===== src/rtl/nps_pkg.sv =====
package nps_pkg;
  localparam logic [2:0] OP_DATA  = 3'b000;
  localparam logic [2:0] OP_WADDR = 3'b010;
  localparam logic [2:0] OP_RADDR = 3'b110;
  localparam logic [2:0] OP_IDLE  = 3'b111;

  localparam logic [3:0] IDX_CMD1 = 4'd12;
  localparam logic [3:0] IDX_PORT = 4'd14;
  localparam int         CMD1_CLR_BIT = 2;

  typedef enum logic [1:0] {
    DS_IDLE,
    DS_READ,
    DS_WADDR,
    DS_DONE
  } dec_state_e;
endpackage


===== src/rtl/nps_sync.sv =====
module nps_sync #(
  parameter int          W        = 8,
  parameter logic [W-1:0] IDLE_VAL = '1
) (
  input  logic         clk,
  input  logic         rst,
  input  logic [W-1:0] din,
  output logic [W-1:0] dout,
  output logic         evt
);
  logic [W-1:0] meta_q, sync_q, prev_q;

  always_ff @(posedge clk) begin
    if (rst) begin
      meta_q <= IDLE_VAL;
      sync_q <= IDLE_VAL;
      prev_q <= IDLE_VAL;
    end else begin
      meta_q <= din;
      sync_q <= meta_q;
      prev_q <= sync_q;
    end
  end

  assign dout = sync_q;
  assign evt  = (sync_q != prev_q);
endmodule


===== src/rtl/nps_decoder.sv =====
module nps_decoder
  import nps_pkg::*;
#(
  parameter int DW = 8
) (
  input  logic          clk,
  input  logic          rst,
  input  logic          evt,
  input  logic [DW-1:0] byte_in,
  output logic          rf_we,
  output logic [3:0]    rf_idx,
  output logic          rf_hi,
  output logic [3:0]    rf_nib,
  output logic          rd_load,
  output logic          rd_clear,
  output logic [3:0]    rd_idx,
  output logic          rd_hi,
  output logic          st_we,
  output logic [DW-1:0] st_byte
);
  dec_state_e state_q;
  logic [3:0] wr_idx_q;
  logic       wr_hi_q;
  logic [3:0] lo_q;
  logic       have_lo_q;

  logic [2:0] op;
  logic       b_hi;
  logic [3:0] b_low;
  assign op    = byte_in[7:5];
  assign b_hi  = byte_in[4];
  assign b_low = byte_in[3:0];

  always_ff @(posedge clk) begin
    if (rst) begin
      state_q   <= DS_IDLE;
      wr_idx_q  <= '0;
      wr_hi_q   <= 1'b0;
      lo_q      <= '0;
      have_lo_q <= 1'b0;
      rf_we     <= 1'b0;
      rf_idx    <= '0;
      rf_hi     <= 1'b0;
      rf_nib    <= '0;
      rd_load   <= 1'b0;
      rd_clear  <= 1'b0;
      rd_idx    <= '0;
      rd_hi     <= 1'b0;
      st_we     <= 1'b0;
      st_byte   <= '0;
    end else begin
      rf_we    <= 1'b0;
      rd_load  <= 1'b0;
      rd_clear <= 1'b0;
      st_we    <= 1'b0;
      if (evt) begin
        case (op)
          OP_IDLE: begin
            state_q   <= DS_IDLE;
            have_lo_q <= 1'b0;
            rd_clear  <= 1'b1;
          end
          OP_RADDR: begin
            state_q <= DS_READ;
            rd_idx  <= b_low;
            rd_hi   <= b_hi;
            rd_load <= 1'b1;
          end
          OP_WADDR: begin
            if (state_q == DS_IDLE) begin
              state_q  <= DS_WADDR;
              wr_idx_q <= b_low;
              wr_hi_q  <= b_hi;
            end
          end
          OP_DATA: begin
            if (state_q == DS_WADDR) begin
              if (wr_idx_q == IDX_PORT) begin
                if (!b_hi) begin
                  lo_q      <= b_low;
                  have_lo_q <= 1'b1;
                end else if (have_lo_q) begin
                  st_we     <= 1'b1;
                  st_byte   <= DW'({b_low, lo_q});
                  have_lo_q <= 1'b0;
                end
              end else begin
                rf_we   <= 1'b1;
                rf_idx  <= wr_idx_q;
                rf_hi   <= wr_hi_q;
                rf_nib  <= b_low;
                state_q <= DS_DONE;
              end
            end
          end
          default: ;
        endcase
      end
    end
  end

  assert_single_commit_R5: assert property (@(posedge clk) disable iff (rst)
    rf_we |=> !rf_we);
endmodule


===== src/rtl/nps_regfile.sv =====
module nps_regfile
  import nps_pkg::*;
#(
  parameter int NUM_REGS = 14,
  parameter int DW       = 8
) (
  input  logic       clk,
  input  logic       rst,
  input  logic       we,
  input  logic [3:0] idx,
  input  logic       hi,
  input  logic [3:0] nib,
  input  logic [3:0] rd_idx,
  input  logic       rd_hi,
  output logic [3:0] rd_nib,
  output logic       soft_clr
);
  logic [DW-1:0] regs [NUM_REGS];
  logic          clr_now;

  assign clr_now = we && (idx == IDX_CMD1) && hi && nib[CMD1_CLR_BIT];

  for (genvar i = 0; i < NUM_REGS; i++) begin : g_reg
    always_ff @(posedge clk) begin
      if (rst || clr_now) begin
        regs[i] <= '0;
      end else if (we && (int'(idx) == i)) begin
        if (hi) regs[i][7:4] <= nib;
        else    regs[i][3:0] <= nib;
      end
    end
  end

  always_ff @(posedge clk) begin
    if (rst) soft_clr <= 1'b0;
    else     soft_clr <= clr_now;
  end

  always_comb begin
    rd_nib = '0;
    if (int'(rd_idx) < NUM_REGS) begin
      rd_nib = rd_hi ? regs[rd_idx][7:4] : regs[rd_idx][3:0];
    end
  end
endmodule


===== src/rtl/nps_stream_port.sv =====
module nps_stream_port #(
  parameter int AW = 8,
  parameter int DW = 8
) (
  input  logic          clk,
  input  logic          rst,
  input  logic          st_we,
  input  logic [DW-1:0] st_byte,
  input  logic          rd_inc,
  input  logic          clr,
  output logic          mem_we,
  output logic [DW-1:0] mem_wdata,
  output logic [AW-1:0] mem_addr
);
  logic [AW-1:0] ptr_q;

  always_ff @(posedge clk) begin
    if (rst) begin
      mem_we    <= 1'b0;
      mem_wdata <= '0;
    end else begin
      mem_we <= st_we;
      if (st_we) mem_wdata <= st_byte;
    end
  end

  always_ff @(posedge clk) begin
    if (rst || clr)             ptr_q <= '0;
    else if (mem_we || rd_inc)  ptr_q <= ptr_q + AW'(1);
  end

  assign mem_addr = ptr_q;

  assert_ptr_after_write_R8: assert property (@(posedge clk) disable iff (rst)
    mem_we |=> (mem_addr == $past(mem_addr) + AW'(1)));
  assert_single_strobe_R6: assert property (@(posedge clk) disable iff (rst)
    mem_we |=> !mem_we);
  assert_ptr_after_read_R9: assert property (@(posedge clk) disable iff (rst)
    (rd_inc && !clr) |=> (mem_addr == $past(mem_addr) + AW'(1)));
  assert_clear_ptr_R10: assert property (@(posedge clk) disable iff (rst)
    clr |=> (mem_addr == '0));
endmodule


===== src/rtl/nibble_port_slave.sv =====
module nibble_port_slave
  import nps_pkg::*;
#(
  parameter int AW       = 8,
  parameter int NUM_REGS = 14
) (
  input  logic          clk,
  input  logic          rst,
  input  logic [7:0]    host_data,
  output logic [4:0]    status_out,
  output logic [AW-1:0] mem_addr,
  output logic [7:0]    mem_wdata,
  output logic          mem_we,
  input  logic [7:0]    mem_rdata
);
  localparam int DW = 8;

  logic [DW-1:0] sbyte;
  logic          evt;
  logic          rf_we, rf_hi, rd_load, rd_clear, rd_hi, st_we, soft_clr;
  logic [3:0]    rf_idx, rf_nib, rd_idx, rf_rd_nib;
  logic [DW-1:0] st_byte;
  logic          port_sel, rd_inc;
  logic [3:0]    sel_nib;
  logic [4:0]    status_q;

  nps_sync #(.W(DW), .IDLE_VAL({OP_IDLE, 5'b0})) u_sync (
    .clk(clk), .rst(rst), .din(host_data), .dout(sbyte), .evt(evt));

  nps_decoder #(.DW(DW)) u_dec (
    .clk(clk), .rst(rst), .evt(evt), .byte_in(sbyte),
    .rf_we(rf_we), .rf_idx(rf_idx), .rf_hi(rf_hi), .rf_nib(rf_nib),
    .rd_load(rd_load), .rd_clear(rd_clear), .rd_idx(rd_idx), .rd_hi(rd_hi),
    .st_we(st_we), .st_byte(st_byte));

  nps_regfile #(.NUM_REGS(NUM_REGS), .DW(DW)) u_rf (
    .clk(clk), .rst(rst), .we(rf_we), .idx(rf_idx), .hi(rf_hi), .nib(rf_nib),
    .rd_idx(rd_idx), .rd_hi(rd_hi), .rd_nib(rf_rd_nib), .soft_clr(soft_clr));

  assign port_sel = (rd_idx == IDX_PORT);
  assign rd_inc   = rd_load && port_sel && rd_hi;
  assign sel_nib  = port_sel ? (rd_hi ? mem_rdata[7:4] : mem_rdata[3:0]) : rf_rd_nib;

  nps_stream_port #(.AW(AW), .DW(DW)) u_port (
    .clk(clk), .rst(rst), .st_we(st_we), .st_byte(st_byte), .rd_inc(rd_inc),
    .clr(soft_clr), .mem_we(mem_we), .mem_wdata(mem_wdata), .mem_addr(mem_addr));

  always_ff @(posedge clk) begin
    if (rst || rd_clear) status_q <= '0;
    else if (rd_load)    status_q <= {1'b1, sel_nib};
  end

  assign status_out = status_q;

  assert_quiet_status_R3: assert property (@(posedge clk) disable iff (rst)
    !status_out[4] |-> (status_out[3:0] == 4'h0));
endmodule


===== config.mk =====
export PLATFORM = sky130hd
export DESIGN_NAME = nibble_port_slave
export DESIGN_NICKNAME = d
export VERILOG_FILES = /design/src/rtl/nps_pkg.sv /design/src/rtl/nps_sync.sv /design/src/rtl/nps_decoder.sv /design/src/rtl/nps_regfile.sv /design/src/rtl/nps_stream_port.sv /design/src/rtl/nibble_port_slave.sv
export SDC_FILE = /design/constraint.sdc
export NUM_CORES = 1
export LEC_CHECK = 0
export ABC_CLOCK_PERIOD_IN_PS = 4000
export BUFFER_PORTS_ARGS = -buffer_cell sky130_fd_sc_hd__buf_2
export CAP_MARGIN = 0
export CORE_AREA = 2 2 155 157
export CTS_BUF_LIST = sky130_fd_sc_hd__clkbuf_8
export DETAILED_ROUTE_END_ITERATION = 7
export DIE_AREA = 0 0 157 159
export SLEW_MARGIN = 30
export SYNTH_ARGS = -nofsm -noshare
export SYNTH_HDL_FRONTEND = slang
export SYNTH_SLANG_ARGS = --single-unit

===== constraint.sdc =====
create_clock -name clk -period 4 [get_ports clk]
set_input_delay 0.2 -clock clk [delete_from_list [all_inputs] [get_ports clk]]
set_output_delay 0.2 -clock clk [all_outputs]
set_load 0.05 [all_outputs]

Yosys cells after proc, flatten, opt, wreduce, memory -nomap -nowiden. Memories as Yosys holds them, arrays and structs flattened. A register that Yosys moved wholly into a read port is not among the register bits. Index checks and enable logic that the tools add are counted.

Word-level logic and storage cells: 256. Bits in read-only memories: 0. Bits in writable memories: 112. Register bits after elaboration: 85. Input bits: 18. Memories kept: 1. Output and inout port bits: 22. Bits in latches: 0.

Memory list: u_rf.regs (depth 14, width 8, rd ports 1, clocked after Yosys merged registers in 1, write ports 14, line nps_regfile.sv:18) `logic [DW-1:0] regs [NUM_REGS];`.

$mul: 0. Order comparisons: 1. Reductions and logical operators: 38. Bitwise logic cells: 33. Div/mod/pow operators: 0. Eq/ne operators: 25. Multiplexer cells: 134. Shift-type cells: 0. Add/sub/neg operators: 1.

Operators by type and width (count): 2-to-1 mux 4 bit (34); 2-to-1 mux 1 bit (95); == test 4 bit, second input constant (11); OR 1 bit (28); logical AND 1 bit (19); == test 4 x 3 -> 1 bit, second input constant (4); AND reduction 5 bit (2); adder 8 x 1 -> 8 bit, second input constant (1); != test 8 bit (1); one-hot mux 2 bit (4 select lines) (1); AND reduction 4 bit (2); == test 3 bit, second input constant (2); 2-to-1 mux 2 bit (3); != test 2 x 1 -> 1 bit, second input constant (3); AND reduction 6 bit (1); OR reduction 6 bit (1); inverter 1 bit (5); == test 4 x 2 -> 1 bit, second input constant (1); logical NOT 4 bit (1); logical OR 1 bit (4); < comparator 4 bit, second input constant (1); nonzero test 4 bit (1); OR reduction 4 bit (1); == test 3 x 2 -> 1 bit, second input constant (1); 9 further kinds (9).

Logic depth before layout (Yosys ltp).
Word-level depth: 8. Gate-level depth with buffers: 8. Depth with buffers taken out: 5.

By module. A second synthesis with hierarchy kept.

Cell total of the unflattened synthesis: 758. Area total of the unflattened synthesis: 8778.4 µm².

By module, submodules not included: nps_regfile (area each 5600.4 µm², cells each 447, instances 1, seq. area each 3383.2 µm²); nps_decoder (area each 1483.9 µm², cells each 151, instances 1, seq. area each 760.7 µm²); nps_sync (area each 726.9 µm², cells each 61, instances 1, seq. area each 480.5 µm²); nps_stream_port (area each 661.9 µm², cells each 68, instances 1, seq. area each 340.3 µm²); nibble_port_slave (area each 305.3 µm², cells each 31, instances 1, seq. area each 100.1 µm²).

Worst setup path before layout. No wires, ideal clock.

Path type: reg2reg. Start: register u_sync.sync_q[5] (netlist: u_sync.dout[5]). End: register u_dec.rf_nib[0]. Path buffers: 2. Arrival time: 1924 ps. Clock period less this slack: 2046 ps. Setup time: 121 ps. Path slack: 1954 ps. Stages on the path, launching flop included: 8. Required time: 3879 ps. Cells stage by stage: dfxtp_1 buf_6 xor2_2 nor4_4 and2_4 or3_4 buf_8 mux2_4.

Word-level cells in the longest chain between the ends: 2. Elaborated cells on any way between the ends: 3. Those cells by class: 1 x eq/ne; 2 x reduce/logical.

RTL lines: from (decl) (line nps_sync.sv:11) `logic [W-1:0] meta_q, sync_q, prev_q;`; from (signal assigned) (line nps_sync.sv:20) `sync_q <= meta_q;`; != test 8 bit or logical NOT 3 bit (tied branches) (line nps_sync.sv:26, nps_decoder.sv:57); AND reduction 4 bit (no source line) (*); to (signal assigned) (line nps_decoder.sv:91) `rf_nib <= b_low;`; to (decl) (line nps_decoder.sv:13) `output logic [3:0] rf_nib,`.

Mark *: on every way between the ends. The rest lies on a longest branch, timed or not. A chain may end at the register's enable or synchronous reset.

==> results.txt <==
The flow ran to the end, and the final reports show no timing, DRC or antenna violations. The count of cells along the worst register-to-register path is 5. The via count of the first global-routing pass came to 5599. At the worst endpoint, the arrival time is 2.76 ns. Setup repair after global routing left no endpoint under its margin. The number of antenna diodes came out at 0. In this run the worst setup path begins at u_dec.rf_idx[2]$_SDFFE_PP0P_. The HPWL after detailed placement is 12870 µm.

The capture point of the worst reg-to-reg path is u_rf.regs[1][4]$_SDFFCE_PN0P_. The final-layout setup total negative slack is 0 ns. The kind of cell with the highest combined delay along the critical path is simple AND/OR/NAND/NOR gates. The number of warnings reported in the yosys synthesis log is 0. Sorting the synthesized cells by area gives the leading types as edfxtp_1 38%, dfxtp_1 20%, and2_1 7.6%. The internal power contribution came out at 3.146 mW. The worst register-to-register path begins at u_dec.rf_idx[2]$_SDFFE_PP0P_. The initial core utilization came out at 38.63%. After detailed routing, the number of vias per cell comes to 4.943. The slew at the pin with the worst max-slew slack is 0.8854 ns. The slowest stage of the critical path belongs to the cell a31oi_4. The routability-driven placement congestion ratio came out at 0.7898. In the synthesized netlist the dominant register cell turns out to be edfxtp_1. The proportion of power drawn by flip-flops and latches is 56.1%.

Summed over all instances, the cell type with the most area after synthesis is edfxtp_1. The average instance area after synthesis came out at 12.06 µm². Clock skew on the completed layout was measured at 0.02742 ns. The worst hold path belongs to the class input port to flop. The horizontal die dimension came out at 157 µm. Combinational logic burns 3.9% of the power.

Summing the areas of all and, or, nand and nor instances in the mapped netlist gives 20.13% of the synthesized area. The leftover overflow at the end of global routing came out at 0. Leaving out fill and tap cells, the most frequent cells in the layout are 112 x edfxtp_1, 109 x and2_1, 86 x dfxtp_1, 73 x nor2_1, 51 x mux2i_1.

The region available for standard cell placement spans 0.02319 mm². STA puts the critical path data required time at 4.37 ns. The vertical die dimension is 159 µm. The class of the most critical setup path is flop to flop. Traced cell by cell, the critical path runs through and3_1 > a31oi_4 > nand2_1 > nor2_1 > and2_1.

The net count reported at finish is 806. Prior to clock tree synthesis, the placed netlist has a worst setup slack of 1.626 ns. The synthesized netlist devotes 1.536% of its cell area to XOR and XNOR gates.

The synthesis-to-layout area growth is 12.54%. The highest fanout seen on the critical path came out at 31. The initial antenna violation count was 0. The wire length after detailed routing is 19570 µm. After synthesis the cells add up to 0.008959 mm².

The clock slew at the register clock pins of the worst setup and hold paths is 0.06 ns. The source of the worst hold timing path is mem_rdata[3]. The total track usage is 15.91%. The clock group share of total power is 40.0%. The TritonCTS clock tree is yes. The sequential cell area fraction in the yosys report came out at 57.43%. Summing over every cut layer, the via total after detailed routing is 5591. Before antenna repair, the detailed router went through 5 iterations. The library cell used as clock root buffer is clkbuf_8. The number of enable flip-flop cells after synthesis is 112. The main combinational cell family by area after synthesis is simple AND/OR/NAND/NOR gates. The worst pin sits at a relative slew slack of 40.97%. Leaving out fill and tap cells, the most frequent cell in the layout is edfxtp_1. The gate count after technology mapping is 743. The startpoint type of the worst setup path is a flop. The total of flip-flops plus latches after synthesis came out at 201. The count of final hold-check violations is 0.

Overall power consumption after layout is estimated at 4.062 mW. The net switching share of the total power is 22.54%. The number of H-tree branching levels came out at 2. The largest incremental delay on the critical path came out at 0.74 ns. Buffers added to address setup during post-CTS repair amount to 0. The shortest clock period the worst path allows after layout is 2.389 ns. The final worst hold slack came out at 0.1488 ns. The first global-routing pass estimated 30880 µm of wire. After synthesis, the netlist uses 57 different library cells. In this run the power density over the cells is 402.9 mW/mm². For this run, the top clock speed supported by timing is 0.4186 GHz. The number of buffers and inverters on the critical path is 0.

The area fraction in compound gates after synthesis came out at 4.483%. Counting every sink on the clock net gives 201. The clock network latency to the later pin of the worst-skew pair is 0.52 ns.

The average wire length per cell after detail routing is 17.30 µm. The number of design rule violations left after detail routing is 0. The count of input and output buffers is 39.

The share of synthesized area in the top cell type comes to 37.54%. The final standard cell utilization of the core is 43.47%. The net switching power figure came out at 0.9154 mW.

The count of cells along the worst hold path came out at 5. The number of nets with antenna violations after routing is 0. The fraction of the cycle the final worst path needs is 59.72%. The number of design-rule violations left by the first detailed-router iteration came out at 398. The portion of netlist area occupied by mux cells is 13.20%. The arithmetic-cell share of the synthesized area counting full adders, half adders and majority gates is 0.1397%. The leakage power of the design is 3.581 nW. The final-layout fill cell count came out at 2149. Setup violations remaining at the end of the flow were counted as 0. The pin count of the biggest net entering global routing came out at 78.

The post-CTS resize count came out at 0. The largest voltage drop on the vdd net is 0.2251 mV. The internal reg-to-reg setup slack came out at 1.61 ns. The path with the worst hold slack has its endpoint at status_out[3]$_SDFFE_PP0P_. The net count after synthesis is 762. The total clock buffers created by CTS came out at 35. During I/O placement, the number of pins put on the boundary was 40.

In this run the core area contains 56 standard-cell rows. Of all flip-flops after synthesis, the portion carrying an async set or reset was 0%. The max-slew violation total from the final report was 0. The clock passes through at most 3 buffers. The die covers 0.02496 mm². In the final layout, the share of cells above drive strength 1 is 18.72%.

STA classifies the critical path endpoint as a flop. After layout, the worst setup slack is 1.611 ns. The number of max-capacitance violations reported is 0.
==> metrics by stage <==
stage / std cells / instance area (µm²)
finish: 1131 / 10080
global route: 1131 / 10080
CTS: 1131 / 10080
detailed placement: 1061 / 9395
global placement: 1061 / 9394
floorplan: 743 / 8959
==> worst reg2reg max path: cells and delay by family (launching register included) <==
kind | cells | cell delay, ns
simple gates | 4 | 1.03
compound gates | 1 | 0.74
flops | 1 | 0.49
==> layout make-up <==
type / count / area [µm²] / area share (%)
Clock inverter: 26 / 107.6 / 1.067
Inverter: 10 / 37.54 / 0.3723
Timing Repair Buffer: 55 / 335.3 / 3.326
Multi-Input combinational cell: 484 / 3556 / 35.27
Sequential cell: 201 / 5151 / 51.09
Tap cell: 319 / 399.1 / 3.959
Clock buffer: 36 / 495.5 / 4.914
==> logic make-up (layout without fill, tap and decap cells) <==
kind of cell    after synthesis  in the layout
other cells                   1              1
compound gates               59             59
simple gates                322            322
buf+inv                      58            127
mux                          87             87
flops                       201            201
fa+ha+maj                     1              1
xor+xnor                     14             14
==> power groups by stage <==
stage	Clock, mW	Sequential (mW)	Combinational (mW)
2_1_floorplan	0	2.30	0.122
3_3_place_gp	0	2.32	0.152
3_5_place_dp	0	2.32	0.154
4_1_cts	1.67	2.28	0.161
5_1_grt	1.76	2.28	0.173
6_report	1.62	2.28	0.159
==> sequential cells by signal, summed over array words and instances, names as in the netlist, 2 cells and up, named ones only <==
signal,cells
u_sync.dout,8
u_port.mem_wdata,8
u_dec.st_byte,8
u_dec.lo_q,4
u_dec.rf_nib,4
u_dec.state_q,2
u_port.mem_addr,8
u_dec.rd_idx,4
status_out,5
u_dec.rf_idx,4
u_sync.prev_q,8
u_dec.wr_idx_q,4
u_sync.meta_q,8
u_rf.regs,112
==> timing repair <==
action / 4_1_cts / 5_1_grt
endpoints found under the hold margin: 8 / 0
endpoints found under the setup margin: 0 / 0
hold buffers: 8 / 0
==> how the worst max path moves through the flow <==
stage / end / slack (ns) / cells past startpoint
after CTS: status_out[3]$_SDFFE_PP0P_ / 1.61 / 5
after global routing: u_rf.regs[3][6]$_SDFFCE_PN0P_ / 1.44 / 5
after floorplan: u_dec.rf_nib[0]$_SDFFE_PP0P_ / 1.95 / 7
final: u_rf.regs[1][4]$_SDFFCE_PN0P_ / 1.61 / 5
after global placement: u_rf.regs[1][4]$_SDFFCE_PN0P_ / 1.63 / 5
after detailed placement: status_out[3]$_SDFFE_PP0P_ / 1.63 / 5
==> layer usage <==
layer	GRT usage (%)	routed length (µm)	vias to the layer above	share of wire (%)
met2	25.44	9042	171	46
li1	-	-	2715	-
met3	3.321	1247	39	6.4
met1	21.76	8857	2666	45
met5	0	0	-	0
met4	4.796	419	0	2.1
==> synthesized netlist by cell type, types with 3 or more instances <==
master and instances:
and3_1 6, mux2_2 11, mux2i_1 51, nor2b_1 20
xor2_1 8, nand4_1 3, xnor2_1 4, and2_1 109
o22ai_1 6, clkbuf_1 33, buf_6 3, dfxtp_1 89
o21ai_0 32, inv_1 10, nor3b_1 3, nand3_1 13
nand3b_1 6, mux4_2 23, nor3_1 17, or3_1 5
buf_2 6, nand2b_1 16, nor2_1 73, edfxtp_1 112
or2_2 15, buf_1 3, a21oi_1 7, nand2_1 23
Power figures use the tool's default switching activity.
